<file path="config.mk">
export PLATFORM = sky130hd
export DESIGN_NAME = gamma_latch_bank
export DESIGN_NICKNAME = d
export VERILOG_FILES = /design/src/rtl/gl_pkg.sv /design/src/rtl/gl_clamp.sv /design/src/rtl/gl_cell.sv /design/src/rtl/gl_limits.sv /design/src/rtl/gl_readmux.sv /design/src/rtl/gamma_latch_bank.sv
export SDC_FILE = /design/constraint.sdc
export NUM_CORES = 1
export LEC_CHECK = 0
export ABC_AREA = 1
export CORE_ASPECT_RATIO = 0.6
export CORE_MARGIN = 5
export CORE_UTILIZATION = 50
export CTS_CLUSTER_DIAMETER = 150
export DETAILED_ROUTE_END_ITERATION = 6
export DONT_BUFFER_PORTS = 1
export HOLD_SLACK_MARGIN = 0.03
export PLACE_DENSITY_LB_ADDON = 0.1
export SKIP_LAST_GASP = 1
export SLEW_MARGIN = 20
export SYNTH_ARGS = -nofsm -noshare
export SYNTH_HDL_FRONTEND = slang
export SYNTH_SLANG_ARGS = --single-unit
</file>
<file path="constraint.sdc">
create_clock -name clk -period 5.5 [get_ports clk]
set_input_delay 0.55 -clock clk [delete_from_list [all_inputs] [get_ports clk]]
set_output_delay 0.55 -clock clk [all_outputs]
set_load 0.01 [all_outputs]
</file>
<file path="src/rtl/gl_pkg.sv">
package gl_pkg;

    localparam int BUS_W    = 16;
    localparam int XFER_BIT = 15;

    typedef enum logic [2:0] {
        SEL_GAMMA,
        SEL_COM,
        SEL_HI,
        SEL_LO,
        SEL_NONE
    } gl_sel_e;

    function automatic gl_sel_e gl_decode(input int unsigned addr, input int unsigned n_gamma);
        if (addr < n_gamma)          return SEL_GAMMA;
        else if (addr == n_gamma)     return SEL_COM;
        else if (addr == n_gamma + 1) return SEL_HI;
        else if (addr == n_gamma + 2) return SEL_LO;
        else                          return SEL_NONE;
    endfunction

endpackage

</file>
<file path="src/rtl/gl_clamp.sv">
module gl_clamp #(
    parameter int DATA_W = 10
) (
    input  logic              en,
    input  logic [DATA_W-1:0] val,
    input  logic [DATA_W-1:0] lim_hi,
    input  logic [DATA_W-1:0] lim_lo,
    output logic [DATA_W-1:0] res
);

    logic ordered;

    always_comb begin
        ordered = (lim_hi >= lim_lo);
        res     = val;
        if (en && ordered) begin
            if (val > lim_hi)      res = lim_hi;
            else if (val < lim_lo) res = lim_lo;
        end
    end

endmodule

</file>
<file path="src/rtl/gl_cell.sv">
module gl_cell #(
    parameter int          DATA_W    = 10,
    parameter logic [DATA_W-1:0] RESET_VAL = 10'h200
) (
    input  logic              clk,
    input  logic              rst_n,
    input  logic              clamp_en,
    input  logic              wr_hit,
    input  logic [DATA_W-1:0] wr_val,
    input  logic              acq_hit,
    input  logic [DATA_W-1:0] acq_val,
    input  logic              xfer,
    input  logic [DATA_W-1:0] lim_hi,
    input  logic [DATA_W-1:0] lim_lo,
    output logic [DATA_W-1:0] stage_o,
    output logic [DATA_W-1:0] out_o
);

    typedef struct packed {
        logic [DATA_W-1:0] stage;
        logic [DATA_W-1:0] outv;
    } cell_t;

    cell_t             st_d, st_q;
    logic [DATA_W-1:0] shaped;

    gl_clamp #(.DATA_W(DATA_W)) u_clamp (
        .en     (clamp_en),
        .val    (st_d.stage),
        .lim_hi (lim_hi),
        .lim_lo (lim_lo),
        .res    (shaped)
    );

    always_comb begin
        st_d.stage = st_q.stage;
        if (acq_hit)     st_d.stage = acq_val;
        else if (wr_hit) st_d.stage = wr_val;
        st_d.outv = st_q.outv;
        if (acq_hit || xfer) st_d.outv = shaped;
    end

    always_ff @(posedge clk) begin
        if (!rst_n) begin
            st_q.stage <= RESET_VAL;
            st_q.outv  <= RESET_VAL;
        end else begin
            st_q <= st_d;
        end
    end

    assign stage_o = st_q.stage;
    assign out_o   = st_q.outv;

    // no transfer and no acquire means the output layer keeps its code
    assert_out_hold_R2: assert property (@(posedge clk) disable iff (!rst_n)
        !(xfer || acq_hit) |=> $stable(st_q.outv));

    // ordered bounds cap the transferred code from above
    assert_clamp_hi_R5: assert property (@(posedge clk) disable iff (!rst_n)
        (clamp_en && (xfer || acq_hit) && lim_hi >= lim_lo) |=> (st_q.outv <= $past(lim_hi)));

    // ordered bounds hold the transferred code up from below
    assert_clamp_lo_R6: assert property (@(posedge clk) disable iff (!rst_n)
        (clamp_en && (xfer || acq_hit) && lim_hi >= lim_lo) |=> (st_q.outv >= $past(lim_lo)));

    // inverted bounds pass the staged code through untouched
    assert_inverted_pass_R7: assert property (@(posedge clk) disable iff (!rst_n)
        (clamp_en && xfer && !acq_hit && !wr_hit && lim_hi < lim_lo) |=> (st_q.outv == $past(st_q.stage)));

    // an acquire leaves both layers of an unclamped channel equal
    assert_acq_both_R11: assert property (@(posedge clk) disable iff (!rst_n)
        (acq_hit && !clamp_en) |=> (st_q.outv == st_q.stage));

endmodule

</file>
<file path="src/rtl/gl_limits.sv">
module gl_limits #(
    parameter int DATA_W = 10
) (
    input  logic              clk,
    input  logic              rst_n,
    input  logic              hi_wr,
    input  logic              lo_wr,
    input  logic              hi_acq,
    input  logic              lo_acq,
    input  logic [DATA_W-1:0] wr_val,
    input  logic [DATA_W-1:0] acq_val,
    output logic [DATA_W-1:0] hi_nx,
    output logic [DATA_W-1:0] lo_nx,
    output logic [DATA_W-1:0] hi_q_o,
    output logic [DATA_W-1:0] lo_q_o
);

    localparam logic [DATA_W-1:0] HI_RST = {DATA_W{1'b1}};
    localparam logic [DATA_W-1:0] LO_RST = '0;

    typedef struct packed {
        logic [DATA_W-1:0] hi;
        logic [DATA_W-1:0] lo;
    } lim_t;

    lim_t lim_d, lim_q;

    always_comb begin
        lim_d = lim_q;
        if (hi_acq)     lim_d.hi = acq_val;
        else if (hi_wr) lim_d.hi = wr_val;
        if (lo_acq)     lim_d.lo = acq_val;
        else if (lo_wr) lim_d.lo = wr_val;
    end

    always_ff @(posedge clk) begin
        if (!rst_n) begin
            lim_q.hi <= HI_RST;
            lim_q.lo <= LO_RST;
        end else begin
            lim_q <= lim_d;
        end
    end

    assign hi_nx  = lim_d.hi;
    assign lo_nx  = lim_d.lo;
    assign hi_q_o = lim_q.hi;
    assign lo_q_o = lim_q.lo;

    // an acquire aimed at the upper bound lands in it
    assert_hi_acq_R11: assert property (@(posedge clk) disable iff (!rst_n)
        hi_acq |=> (lim_q.hi == $past(acq_val)));

    // untouched bounds keep their values
    assert_lim_hold_R12: assert property (@(posedge clk) disable iff (!rst_n)
        !(hi_wr || hi_acq || lo_wr || lo_acq) |=> ($stable(lim_q.hi) && $stable(lim_q.lo)));

endmodule

</file>
<file path="src/rtl/gl_readmux.sv">
module gl_readmux
    import gl_pkg::*;
#(
    parameter int NUM_CH = 9,
    parameter int DATA_W = 10,
    parameter int ADDR_W = 5
) (
    input  logic [NUM_CH*DATA_W-1:0] codes,
    input  logic [DATA_W-1:0]        lim_hi,
    input  logic [DATA_W-1:0]        lim_lo,
    input  logic [ADDR_W-1:0]        rd_addr,
    output logic [BUS_W-1:0]         rd_data
);

    localparam int N_GAMMA = NUM_CH - 1;

    gl_sel_e sel;

    always_comb begin
        sel     = gl_decode(int'(rd_addr), N_GAMMA);
        rd_data = '0;
        unique case (sel)
            SEL_GAMMA, SEL_COM: begin
                for (int i = 0; i < NUM_CH; i++) begin
                    if (int'(rd_addr) == i) rd_data[DATA_W-1:0] = codes[i*DATA_W +: DATA_W];
                end
            end
            SEL_HI:   rd_data[DATA_W-1:0] = lim_hi;
            SEL_LO:   rd_data[DATA_W-1:0] = lim_lo;
            default:  rd_data = '0;
        endcase
    end

endmodule

</file>
<file path="src/rtl/gamma_latch_bank.sv">
module gamma_latch_bank
    import gl_pkg::*;
#(
    parameter int NUM_GAMMA = 8,
    parameter int DATA_W    = 10,
    parameter int ADDR_W    = 5
) (
    input  logic                        clk,
    input  logic                        rst_n,
    input  logic                        wr_en,
    input  logic [ADDR_W-1:0]           wr_addr,
    input  logic [BUS_W-1:0]            wr_data,
    input  logic                        upd_all,
    input  logic                        acq_en,
    input  logic [ADDR_W-1:0]           acq_addr,
    input  logic [DATA_W-1:0]           acq_data,
    input  logic [ADDR_W-1:0]           rd_addr,
    output logic [BUS_W-1:0]            rd_data,
    output logic [NUM_GAMMA*DATA_W-1:0] gamma_out,
    output logic [DATA_W-1:0]           com_out,
    output logic [DATA_W-1:0]           com_raw
);

    localparam int NUM_CH  = NUM_GAMMA + 1;
    localparam int COM_IDX = NUM_GAMMA;
    localparam int HI_IDX  = NUM_GAMMA + 1;
    localparam int LO_IDX  = NUM_GAMMA + 2;
    localparam logic [DATA_W-1:0] MID_CODE = DATA_W'(1) << (DATA_W - 1);

    logic [DATA_W-1:0]        wr_val;
    logic                     xfer;
    logic [DATA_W-1:0]        hi_nx, lo_nx, hi_q, lo_q;
    logic [NUM_CH*DATA_W-1:0] out_codes;
    logic [NUM_CH*DATA_W-1:0] stage_codes;
    logic                     unused_hi_bits;

    assign wr_val         = wr_data[DATA_W-1:0];
    assign unused_hi_bits = ^wr_data[XFER_BIT-1:DATA_W];
    assign xfer           = upd_all | (wr_en & wr_data[XFER_BIT]);

    gl_limits #(.DATA_W(DATA_W)) u_limits (
        .clk     (clk),
        .rst_n   (rst_n),
        .hi_wr   (wr_en  && (wr_addr  == ADDR_W'(HI_IDX))),
        .lo_wr   (wr_en  && (wr_addr  == ADDR_W'(LO_IDX))),
        .hi_acq  (acq_en && (acq_addr == ADDR_W'(HI_IDX))),
        .lo_acq  (acq_en && (acq_addr == ADDR_W'(LO_IDX))),
        .wr_val  (wr_val),
        .acq_val (acq_data),
        .hi_nx   (hi_nx),
        .lo_nx   (lo_nx),
        .hi_q_o  (hi_q),
        .lo_q_o  (lo_q)
    );

    for (genvar c = 0; c < NUM_CH; c++) begin : g_ch
        logic acq_hit, wr_hit;
        assign acq_hit = acq_en && (acq_addr == ADDR_W'(c));
        assign wr_hit  = wr_en && (wr_addr == ADDR_W'(c)) && !acq_hit;

        gl_cell #(.DATA_W(DATA_W), .RESET_VAL(MID_CODE)) u_cell (
            .clk      (clk),
            .rst_n    (rst_n),
            .clamp_en (c == COM_IDX),
            .wr_hit   (wr_hit),
            .wr_val   (wr_val),
            .acq_hit  (acq_hit),
            .acq_val  (acq_data),
            .xfer     (xfer),
            .lim_hi   (hi_nx),
            .lim_lo   (lo_nx),
            .stage_o  (stage_codes[c*DATA_W +: DATA_W]),
            .out_o    (out_codes[c*DATA_W +: DATA_W])
        );
    end

    gl_readmux #(.NUM_CH(NUM_CH), .DATA_W(DATA_W), .ADDR_W(ADDR_W)) u_rd (
        .codes   (out_codes),
        .lim_hi  (hi_q),
        .lim_lo  (lo_q),
        .rd_addr (rd_addr),
        .rd_data (rd_data)
    );

    assign gamma_out = out_codes[NUM_GAMMA*DATA_W-1:0];
    assign com_out   = out_codes[COM_IDX*DATA_W +: DATA_W];
    assign com_raw   = stage_codes[COM_IDX*DATA_W +: DATA_W];

    // readback never carries bits above the code width
    assert_rd_upper_zero_R8: assert property (@(posedge clk) disable iff (!rst_n)
        rd_data[BUS_W-1:DATA_W] == '0);

    // a write flagged with the transfer bit leaves the common output equal to its clamp of the staging code when bounds allow it
    assert_flag_xfer_R4: assert property (@(posedge clk) disable iff (!rst_n)
        (wr_en && wr_data[XFER_BIT] && !acq_en && (hi_nx >= lo_nx)) |=>
            ((com_out == com_raw) || (com_out == hi_q) || (com_out == lo_q)));

endmodule

</file>
Word-level counts from Yosys, hierarchy flattened
Cells that the tools add are included.

storage, ports and cells
  bits in registers = 200
  bits in latches = 0
  RAM bits = 0
  ROM bits = 0
  output and inout port bits = 116
  logic and storage cells = 153
  memories = 0

cells by class
  $add $sub $neg = 0
  multiply operators = 0
  div/mod/pow operators = 0
  order comparisons = 4
  eq/ne operators = 34
  shifts and indexed selects = 0
  multiplexer cells = 39
  bitwise gates (word level) = 2
  reduce and logical (&&, ||, !) cells = 54

operator list
  kind                                                                           count
  10-bit two-way mux                                                             34
  5-bit by 4-bit == test with 1-bit output (second input constant)               13
  5-bit by 3-bit == test with 1-bit output (second input constant)               10
  1-bit logical AND                                                              31
  10-bit case mux with 3 select lines                                            1
  5-bit by 2-bit == test with 1-bit output (second input constant)               5
  5-bit zero test                                                                3
  3-bit two-way mux                                                              4
  5-bit by 1-bit == test with 1-bit output (second input constant)               2
  10-bit >= comparator                                                           1
  10-bit > comparator                                                            1
  10-bit less-than comparator                                                    1
  1-bit zero test                                                                9
  1-bit logical OR                                                               9
  3-bit by 2-bit == test with 1-bit output (second input constant)               2
  5-bit == test (second input constant)                                          1
  5-bit by 4-bit less-than comparator with 1-bit output (second input constant)  1
  3-bit by 1-bit == test with 1-bit output (second input constant)               1
  3-bit zero test                                                                1
  2-bit OR reduction                                                             1
  1-bit AND                                                                      1
  1-bit bitwise OR                                                               1

Logic depth before layout (Yosys ltp)
Gate-level depths: netlist (run 1).

  depth in word-level cells = 11
  mapped depth = 23

Cells and area by module
Synthesis (run 1) repeated with hierarchy kept, for this count alone.

second synthesis, totals
  cell total of the unflattened synthesis = 3,704
  area, all modules = 22,907.0 sq um

by module, submodules not included
  module            instances  cells each  area each (sq um)  seq. area each (sq um)
  gl_clamp          9          223         1,302.5            0.0
  gl_cell           9          130         945.9              400.4
  gl_readmux        1          276         1,272.5            0.0
  gl_limits         1          181         1,088.5            400.4
  gamma_latch_bank  1          70          310.3              0.0

Least setup slack after synthesis (run 1)
OpenSTA, ideal clock, no wires.

  kind = input to register
  from = in wr_addr[2]
  to = reg g_ch[8].u_cell.st_q, in the netlist g_ch[8].u_cell.out_o[6]
  setup time = 0.070 ns
  data arrival time = 3.216 ns
  setup slack = 2.215 ns
  stages = 18
  buffers on the path = 3
  path through = inv_2 nand2_4 inv_2 buf_6 nand2_4 clkbuf_1 nand2_1 o211ai_1 o21ai_0 ha_1 nand2_1 or4_1 o2111ai_1 clkbuf_1 nor2_1 nor2_1 nand2_1 a21oi_2

on the way
  cells in the longest elaborated chain, start to end = 9
  elaborated cells between the ends (all ways) = 19
  classes of those cells = order compare: 3; eq/ne: 3; mux: 9; reduce/logical: 4

RTL lines
  element                                   line                    RTL
  start: declaration                        gamma_latch_bank.sv:11  input logic [ADDR_W-1:0] wr_addr,
  5-bit by 4-bit == test with 1-bit output  gamma_latch_bank.sv:59  assign wr_hit = wr_en && (wr_addr == ADDR_W'(c)) && !acq_hit;
  1-bit logical AND (2 in a row)            gamma_latch_bank.sv:59
  10-bit two-way mux                        gl_cell.sv:38           else if (wr_hit) st_d.stage = wr_val;
  10-bit two-way mux                        gl_cell.sv:37           if (acq_hit) st_d.stage = acq_val;
  10-bit less-than comparator               gl_clamp.sv:18          else if (val < lim_lo) res = lim_lo;
  10-bit two-way mux                        gl_clamp.sv:18
  10-bit two-way mux                        gl_clamp.sv:17          if (val > lim_hi) res = lim_hi;
  10-bit two-way mux *                      gl_clamp.sv:16          if (en && ordered) begin
  end signal: assignment                    gl_cell.sv:48           st_q <= st_d;
  end: declaration                          gl_cell.sv:24           cell_t st_d, st_q;

Every way passes the cells marked *; elsewhere a longest branch is shown, timed or not.
A chain may end at the register's enable or synchronous reset.

Worst setup path after layout (run 1)
  from = in acq_addr[4]
  to = reg g_ch[8].u_cell.st_q, in the netlist g_ch[8].u_cell.out_o[7]

on the way
  cells in the longest elaborated chain, start to end = 10
  elaborated cells between the ends (all ways) = 19
  classes of those cells = order compare: 3; eq/ne: 3; mux: 7; reduce/logical: 6

RTL lines
  element                                   line                    RTL
  start: declaration                        gamma_latch_bank.sv:15  input logic [ADDR_W-1:0] acq_addr,
  5-bit by 4-bit == test with 1-bit output  gamma_latch_bank.sv:58  assign acq_hit = acq_en && (acq_addr == ADDR_W'(c));
  1-bit logical AND                         gamma_latch_bank.sv:58
  1-bit zero test                           gamma_latch_bank.sv:59
  1-bit logical AND                         gamma_latch_bank.sv:59
  10-bit two-way mux                        gl_cell.sv:38
  10-bit two-way mux                        gl_cell.sv:37
  10-bit less-than comparator               gl_clamp.sv:18
  10-bit two-way mux                        gl_clamp.sv:18
  10-bit two-way mux                        gl_clamp.sv:17
  10-bit two-way mux                        gl_clamp.sv:16

Parallel ways exist; a longest one is shown, timed or not.

==> results of run 1 <==
cells by family after synthesis:
logic type      count (synthesis)
flops                         200
compound gates                397
fa+ha+maj                      26
simple gates                  600
other cells                     1
buf+inv                       263
how the worst max path moves through the flow:
stage	start	end	slack, ps	depth (start not counted)
after floorplan	wr_addr[2]	g_ch[8].u_cell.out_o[6]	2210	18
after global placement	acq_addr[4]	g_ch[8].u_cell.out_o[8]	1420	15
after detailed placement	acq_addr[4]	g_ch[8].u_cell.out_o[7]	1350	16
after CTS	acq_addr[4]	g_ch[8].u_cell.out_o[7]	1770	16
after global routing	acq_addr[4]	g_ch[8].u_cell.out_o[7]	1400	15
final	acq_addr[4]	g_ch[8].u_cell.out_o[7]	1640	16
worst max-delay path: cells and delay by family:
| family | cells | cell delay (ps) |
|---|---|---|
| adder cells (fa/ha/maj) | 1 | 300 |
| AND/OR/NAND/NOR | 8 | 1830 |
| buffers and inverters | 3 | 560 |
| AO/OA/AOI/OAI | 4 | 970 |
cell usage in the layout, fill, tap and decap left out, types with 12 or more instances in the layout:
cell type	count
o21ai_0	158
inv_1	160
buf_4	13
nor2_1	170
o221ai_1	15
nand3_2	12
dfxtp_1	200
nand2_2	16
inv_2	17
clkbuf_16	17
a21oi_1	89
nand4_1	20
nand2_1	280
nand3_1	79
ha_1	26
o211ai_1	76
metrics by stage:
step	instances	utilization [%]
global placement	1702	52.1
detailed placement	1702	52.1
floorplan	1492	-
global route	1734	55.2
CTS	1734	55.2
finish	1734	55.2
flip-flops by register name, indices dropped and copies added, names as in the netlist:
register	flops
g_ch.u_cell.out_o	90
g_ch.u_cell.stage_o	90
u_limits.hi_q_o	10
u_limits.lo_q_o	10
final cells by class:
type                       instances  area, um^2  share of cell area, %
multi-input combinational       1029        5410                   48.4
sequential                       200        4000                   35.8
inverter                         187         702                   6.27
clock buffer                      18         439                   3.93
tap                              273         342                   3.05
clock inverter                    14         194                   1.73
timing repair buffer              13        97.6                  0.872
layer usage:
metal | part of all wire, % | vias up
met1 | 44 | 4955
met4 | 2.1 | 4
met5 | 0.27 | -
met2 | 37 | 716
met3 | 16 | 79
li1 | - | 4921
power by group:
part | leakage [nW] | switching (mW) | internal (mW)
combinational | 2.97 | 0.257 | 0.0988
clock | 0.313 | 0.612 | 0.779
sequential | 1.63 | 0.0789 | 1.50
==> flow_metrics.tcl, run 1 <==
set metrics [dict create \
    synthSimpleGateAreaFrac_pct 25.4 \
    post_cts_resized 0 \
    drive_gt1_share_pct 8.15 \
    grt_pass1_wl_mm 60.9 \
    routed_wl_mm 42.3 \
    place_ws_ps 1350 \
    synthFlopType "dfxtp_1" \
    cts_tree "done" \
    io_buffers 0 \
    yosys-top-cells-count "nand2_1, dfxtp_1, nor2_1" \
    wl_per_cell_um 24.4 \
    h-tree-depth 4 \
    die_x_um 196 \
    antennaDiodeCount 0 \
    die_area_um2 23900 \
    p_leak_nw 4.91 \
    coreArea_um2 20300 \
    cp-end-kind "flop" \
    cp_data_required_time_ps 5880 \
    met3_usage_pct 15.0 \
    postCtsSetupRepairBufs 0 \
    worst_path_largest_cell_delay_ps 550 \
    r2r_start "u_limits.lo_q_o[5]" \
    ant_nets 0 \
    async_reset_ff_share_pct 0 \
    yosys.area.top_type "dfxtp_1" \
    syn_to_final_growth_pct 7.30 \
    fin_area_um2 11200 \
    netlist_instances 1487 \
    first_pass_iters 7 \
    clk_path_buf_depth 2 \
    period_share_pct 70.2 \
    via_count 10700 \
    ir_worst_vdd_mv 0.247 \
    initial_core_util_pct 51.4 \
    crit_slowest_cell "nand2_1" \
    r2r_end "g_ch[8].u_cell.out_o[7]" \
    yosys_register_bits 200 \
    synth-edff-count 0 \
    critPathMaxFanout 20 \
    synth_compound_area_share_pct 23.1 \
    yosys_warnings 0 \
    place_hpwl_mm 30.8 \
    grtUsageTotal_pct 34.6 \
    p_total_mw 3.33 \
    clock.fmax_mhz 259 \
    crit_top_cell "nand2_1" \
    grt_start_max_net_pins 118 \
    syn_area_um2 10400 \
    hold_viol 0 \
    synth_top_family_by_area "simple AND/OR/NAND/NOR gates" \
    die_h_um 122 \
    worstSetupStartpointType "input port" \
    yosysUniqueCellTypes 41 \
    rrSetupSlack_ps 2450 \
    rsz0062_at_grt "false" \
    yosys.cell_count.top_type "nand2_1" \
    violations "DRC" \
    grt-ovfl-total 0 \
    ctsHoldBuffers 0 \
    path_class "in2reg" \
    drv_slew 0 \
    top_usage_layer "met1" \
    synthXorXnorAreaFrac_pct 0 \
    whs_ps 168 \
    maxSlewHeadroom_pct 22.1 \
    place.gp.congestion 0.993 \
    root_buffer "clkbuf_16" \
    tightest_slew_ps 1160 \
    final.setup.worst_slack_ps 1640 \
    dpl-instance-area_um2 10600 \
    synth_seq_area_share_pct 38.4 \
    arrival_ps 4240 \
    power_density_nw_per_um2 298 \
    fillerInstances 2016 \
    ff2ff_path_depth 13 \
    hold_path_end "u_limits.hi_q_o[1]" \
    drc_errors 5 \
    synth_top_area_share_pct 38.4 \
    via_per_inst 6.16 \
    io-pin-count 162 \
    worstSkewPairLatency_ps 450 \
    nets 1520 \
    status "complete, but fails checks" \
    setup_tns_ps 0 \
    postSynthAreaPerCell_um2 7.01 \
    numCtsBuffers 17 \
    cts_sinks 200 \
    min_from "rst_n" \
    min_path_type "in2reg" \
    path_clk_slew_ps 80 \
    grt_util_met1_pct 51.8 \
    fp-row-count 40 \
    met2_usage_pct 44.7 \
    finalSetupViolations 0 \
    synthAdderAreaFrac_pct 3.12 \
    drt_iter0_markers 1706 \
    final.min_clock_period_ps 3860 \
    yosys-top-cells-area "dfxtp_1, nand2_1, o21ai_0" \
    cap_violations 0 \
    crit_path_cell_trace "inv_1 > nand2_1 > nor3_2 > nand2_1 > o211ai_1 > o21ai_0 > buf_4 > ha_1 > nand2_1 > or4_1 > o2111ai_1 > buf_4 > nor2_1 > nor2_1 > nand2_1 > a21oi_2" \
    skew_ps 8.28 \
    min_delay_path_depth 1 \
    synth_mux_area_share_pct 0 \
    grt_pass1_vias 9080 \
    antenna_found_initial 2 \
]
Note: power is estimated with default switching activity, not from simulation.
==> run 2, diff against run 1 <==
--- a/config.mk
+++ b/config.mk
@@ -5,7 +5,7 @@
 export SDC_FILE = /design/constraint.sdc
 export NUM_CORES = 1
 export LEC_CHECK = 0
-export ABC_AREA = 1
+export ABC_AREA = 0
 export CORE_ASPECT_RATIO = 0.6
 export CORE_MARGIN = 5
 export CORE_UTILIZATION = 50
==> constraint.sdc (replaced) <==
create_clock -name clk -period 3.4 [get_ports clk]
set_input_delay 0.34 -clock clk [delete_from_list [all_inputs] [get_ports clk]]
set_output_delay 0.34 -clock clk [all_outputs]
set_load 0.01 [all_outputs]
==> flow_metrics.tcl, run 2 <==
set metrics [dict create \
    status "complete, no violations" \
    power.internal_mw 3.83 \
    drive_gt1_share_pct 10.8 \
    r2r_end "g_ch[8].u_cell.out_o[6]" \
    swShare_pct 26.3 \
    power_density_nw_per_um2 447 \
    power.switching_mw 1.37 \
    synth_seq_area_share_pct 38.6 \
    final_common_cell "nand2_1" \
    ctsHoldBuffers 2 \
    grtUsageTotal_pct 34.5 \
    yosysUniqueCellTypes 77 \
    grt-ovfl-total 0 \
    path_delay_family "compound AO/OA/AOI/OAI gates" \
    p_total_mw 5.20 \
    p_leak_nw 4.86 \
    antenna_found_initial 0 \
    synth_top_area_share_pct 38.6 \
    setup_tns_ps 0 \
    rrSetupSlack_ps 610 \
    drc_errors 0 \
    netlist_instances 1307 \
    grt_pass1_wl_mm 60.6 \
    synth-edff-count 0 \
    h-tree-depth 4 \
    fp-row-count 40 \
    synth_mux_area_share_pct 9.08 \
    io-pin-count 162 \
    via_count 9978 \
    cap_violations 0 \
    top_usage_layer "met1" \
    final.min_clock_period_ps 3170 \
    hold_path_end "g_ch[0].u_cell.stage_o[9]" \
    async_reset_ff_share_pct 0 \
    cts_tree "done" \
    ff2ff_path_depth 13 \
    first_pass_iters 6 \
    postCtsSetupRepairBufs 0 \
    place_hpwl_mm 29.7 \
    hold_viol 0 \
    worstSkewPairLatency_ps 450 \
    rsz0062_at_grt "false" \
    initial_core_util_pct 51.4 \
    grt_start_max_net_pins 95 \
    critPathBufInv 2 \
    min_path_type "in2reg" \
    arrival_ps 3550 \
    yosys_register_bits 200 \
    routed_wl_mm 41.8 \
    tightest_slew_ps 1160 \
    worstSetupStartpointType "input port" \
    worst_path_largest_cell_delay_ps 560 \
    pwr-share-comb_pct 9.4 \
    yosys-top-cells-area "dfxtp_1, mux2i_1, nand2_1" \
    cp_data_required_time_ps 3780 \
    numCtsBuffers 17 \
    crit_slowest_cell "and4bb_1" \
    p_clk_share_pct 43.3 \
    cts_sinks 200 \
    via_per_inst 6.25 \
    drt_iter0_markers 1425 \
    min_delay_path_depth 2 \
    critPathMaxFanout 11 \
    yosys.area.top_type "dfxtp_1" \
    crit_path_cell_trace "and4bb_1 > nand2_2 > buf_4 > a21o_1 > ha_1 > nand4_1 > o221ai_1 > nand4_1 > o221a_2 > o211ai_2 > buf_12 > a21oi_1 > a211oi_2" \
    post_cts_resized 0 \
    ir_worst_vdd_mv 0.389 \
    synthAdderAreaFrac_pct 3.45 \
    die_area_um2 23800 \
    yosys_warnings 0 \
    grt_pass1_vias 8986 \
    coreArea_um2 20200 \
    drv_slew 0 \
    place.gp.congestion 1.04 \
    layout_common_cells "nand2_1, dfxtp_1, a21oi_1" \
    path_class "in2reg" \
    synth_top_family_by_area "simple AND/OR/NAND/NOR gates" \
    io_buffers 0 \
    skew_ps 8.13 \
    die_h_um 122 \
    met3_usage_pct 20.0 \
    root_buffer "clkbuf_16" \
    clock.fmax_mhz 315 \
    yosys-top-cells-count "nand2_1, dfxtp_1, a21oi_1" \
    path_clk_slew_ps 80 \
    nets 1382 \
    synth_compound_area_share_pct 20.8 \
    seqPwrFrac_pct 47.3 \
    min_from "acq_data[9]" \
    wl_per_cell_um 26.2 \
    crit_top_cell "nand4_1" \
    ant_nets 0 \
    synthXorXnorAreaFrac_pct 0.254 \
    r2r_start "g_ch[8].u_cell.stage_o[0]" \
    syn_area_um2 10400 \
    yosys.cell_count.top_type "nand2_1" \
    grt_util_met1_pct 47.5 \
    clk_path_buf_depth 2 \
    syn_to_final_growth_pct 12.1 \
    met2_usage_pct 45.9 \
    maxSlewHeadroom_pct 22.6 \
    finalSetupViolations 0 \
    postSynthAreaPerCell_um2 7.93 \
    period_share_pct 93.2 \
    die_x_um 196 \
    whs_ps 42.9 \
    cp-end-kind "flop" \
    synthFlopType "dfxtp_1" \
    synthSimpleGateAreaFrac_pct 23.2 \
]
## run 2: through the flow
stage	setup WS (ps)	utilization, %	area, um^2	instances
after CTS	388	57.5	11600	1594
after floorplan	39.7	-	10400	1312
after detailed placement	-69.5	54.2	10900	1561
final	230	57.6	11600	1596
after global routing	127	57.6	11600	1595
after global placement	-3.74	54.2	10900	1561
## run 2: final cells by class
class / instances / area [um^2]
Tap cell: 273 / 342
Antenna cell: 1 / 2.50
Multi-Input combinational cell: 995 / 5910
Sequential cell: 200 / 4000
Clock buffer: 18 / 439
Timing Repair Buffer: 76 / 658
Clock inverter: 13 / 193
Inverter: 20 / 75.1
Fill cell: 1905 / 8550
## run 2: worst register-to-register path: stages (launching register included)
cell,delay [ps]
dfxtp_1,410
o21ai_0,110
a2bb2oi_1,260
inv_1,100
ha_1,190
inv_1,210
a21oi_1,110
o221ai_1,160
nand4_1,160
o221a_2,320
o211ai_2,230
buf_12,160
a21oi_1,60
a211oi_2,240
## run 2: kinds of logic (layout without fill, tap and decap cells)
group / after synthesis / after routing
AO/OA/AOI/OAI: 343 / 343
XOR/XNOR: 3 / 3
adder cells (fa/ha/maj): 29 / 29
buffers and inverters: 117 / 127
flip-flops: 200 / 200
multiplexers: 94 / 94
other: 1 / 7
AND/OR/NAND/NOR: 520 / 520
## run 2: worst max path at each step
stage                      startpoint                       to  slack (ps)  cells past startpoint
after detailed placement  acq_addr[2]  g_ch[8].u_cell.out_o[6]         -70                     13
after floorplan            wr_addr[2]  g_ch[8].u_cell.out_o[0]          40                     15
after global placement    acq_addr[2]  g_ch[8].u_cell.out_o[1]          -4                     13
final                     acq_addr[2]  g_ch[8].u_cell.out_o[6]         230                     13
after global routing      acq_addr[2]  g_ch[8].u_cell.out_o[6]         130                     13
after CTS                 acq_addr[2]  g_ch[8].u_cell.out_o[6]         390                     13
## run 2: metal layers
layer,vias to the layer above,wire length (um)
met5,-,0
met4,0,1140
met3,88,7610
met2,651,15800
met1,4689,17300
li1,4550,-
## run 2: power groups by stage
stage / Clock (mW) / Sequential [mW] / Combinational (mW)
after floorplan: 0 / 2.49 / 0.349
after global placement: 0 / 2.51 / 0.438
after detailed placement: 0 / 2.51 / 0.443
after CTS: 2.26 / 2.46 / 0.470
after global routing: 2.37 / 2.46 / 0.524
final: 2.25 / 2.46 / 0.487
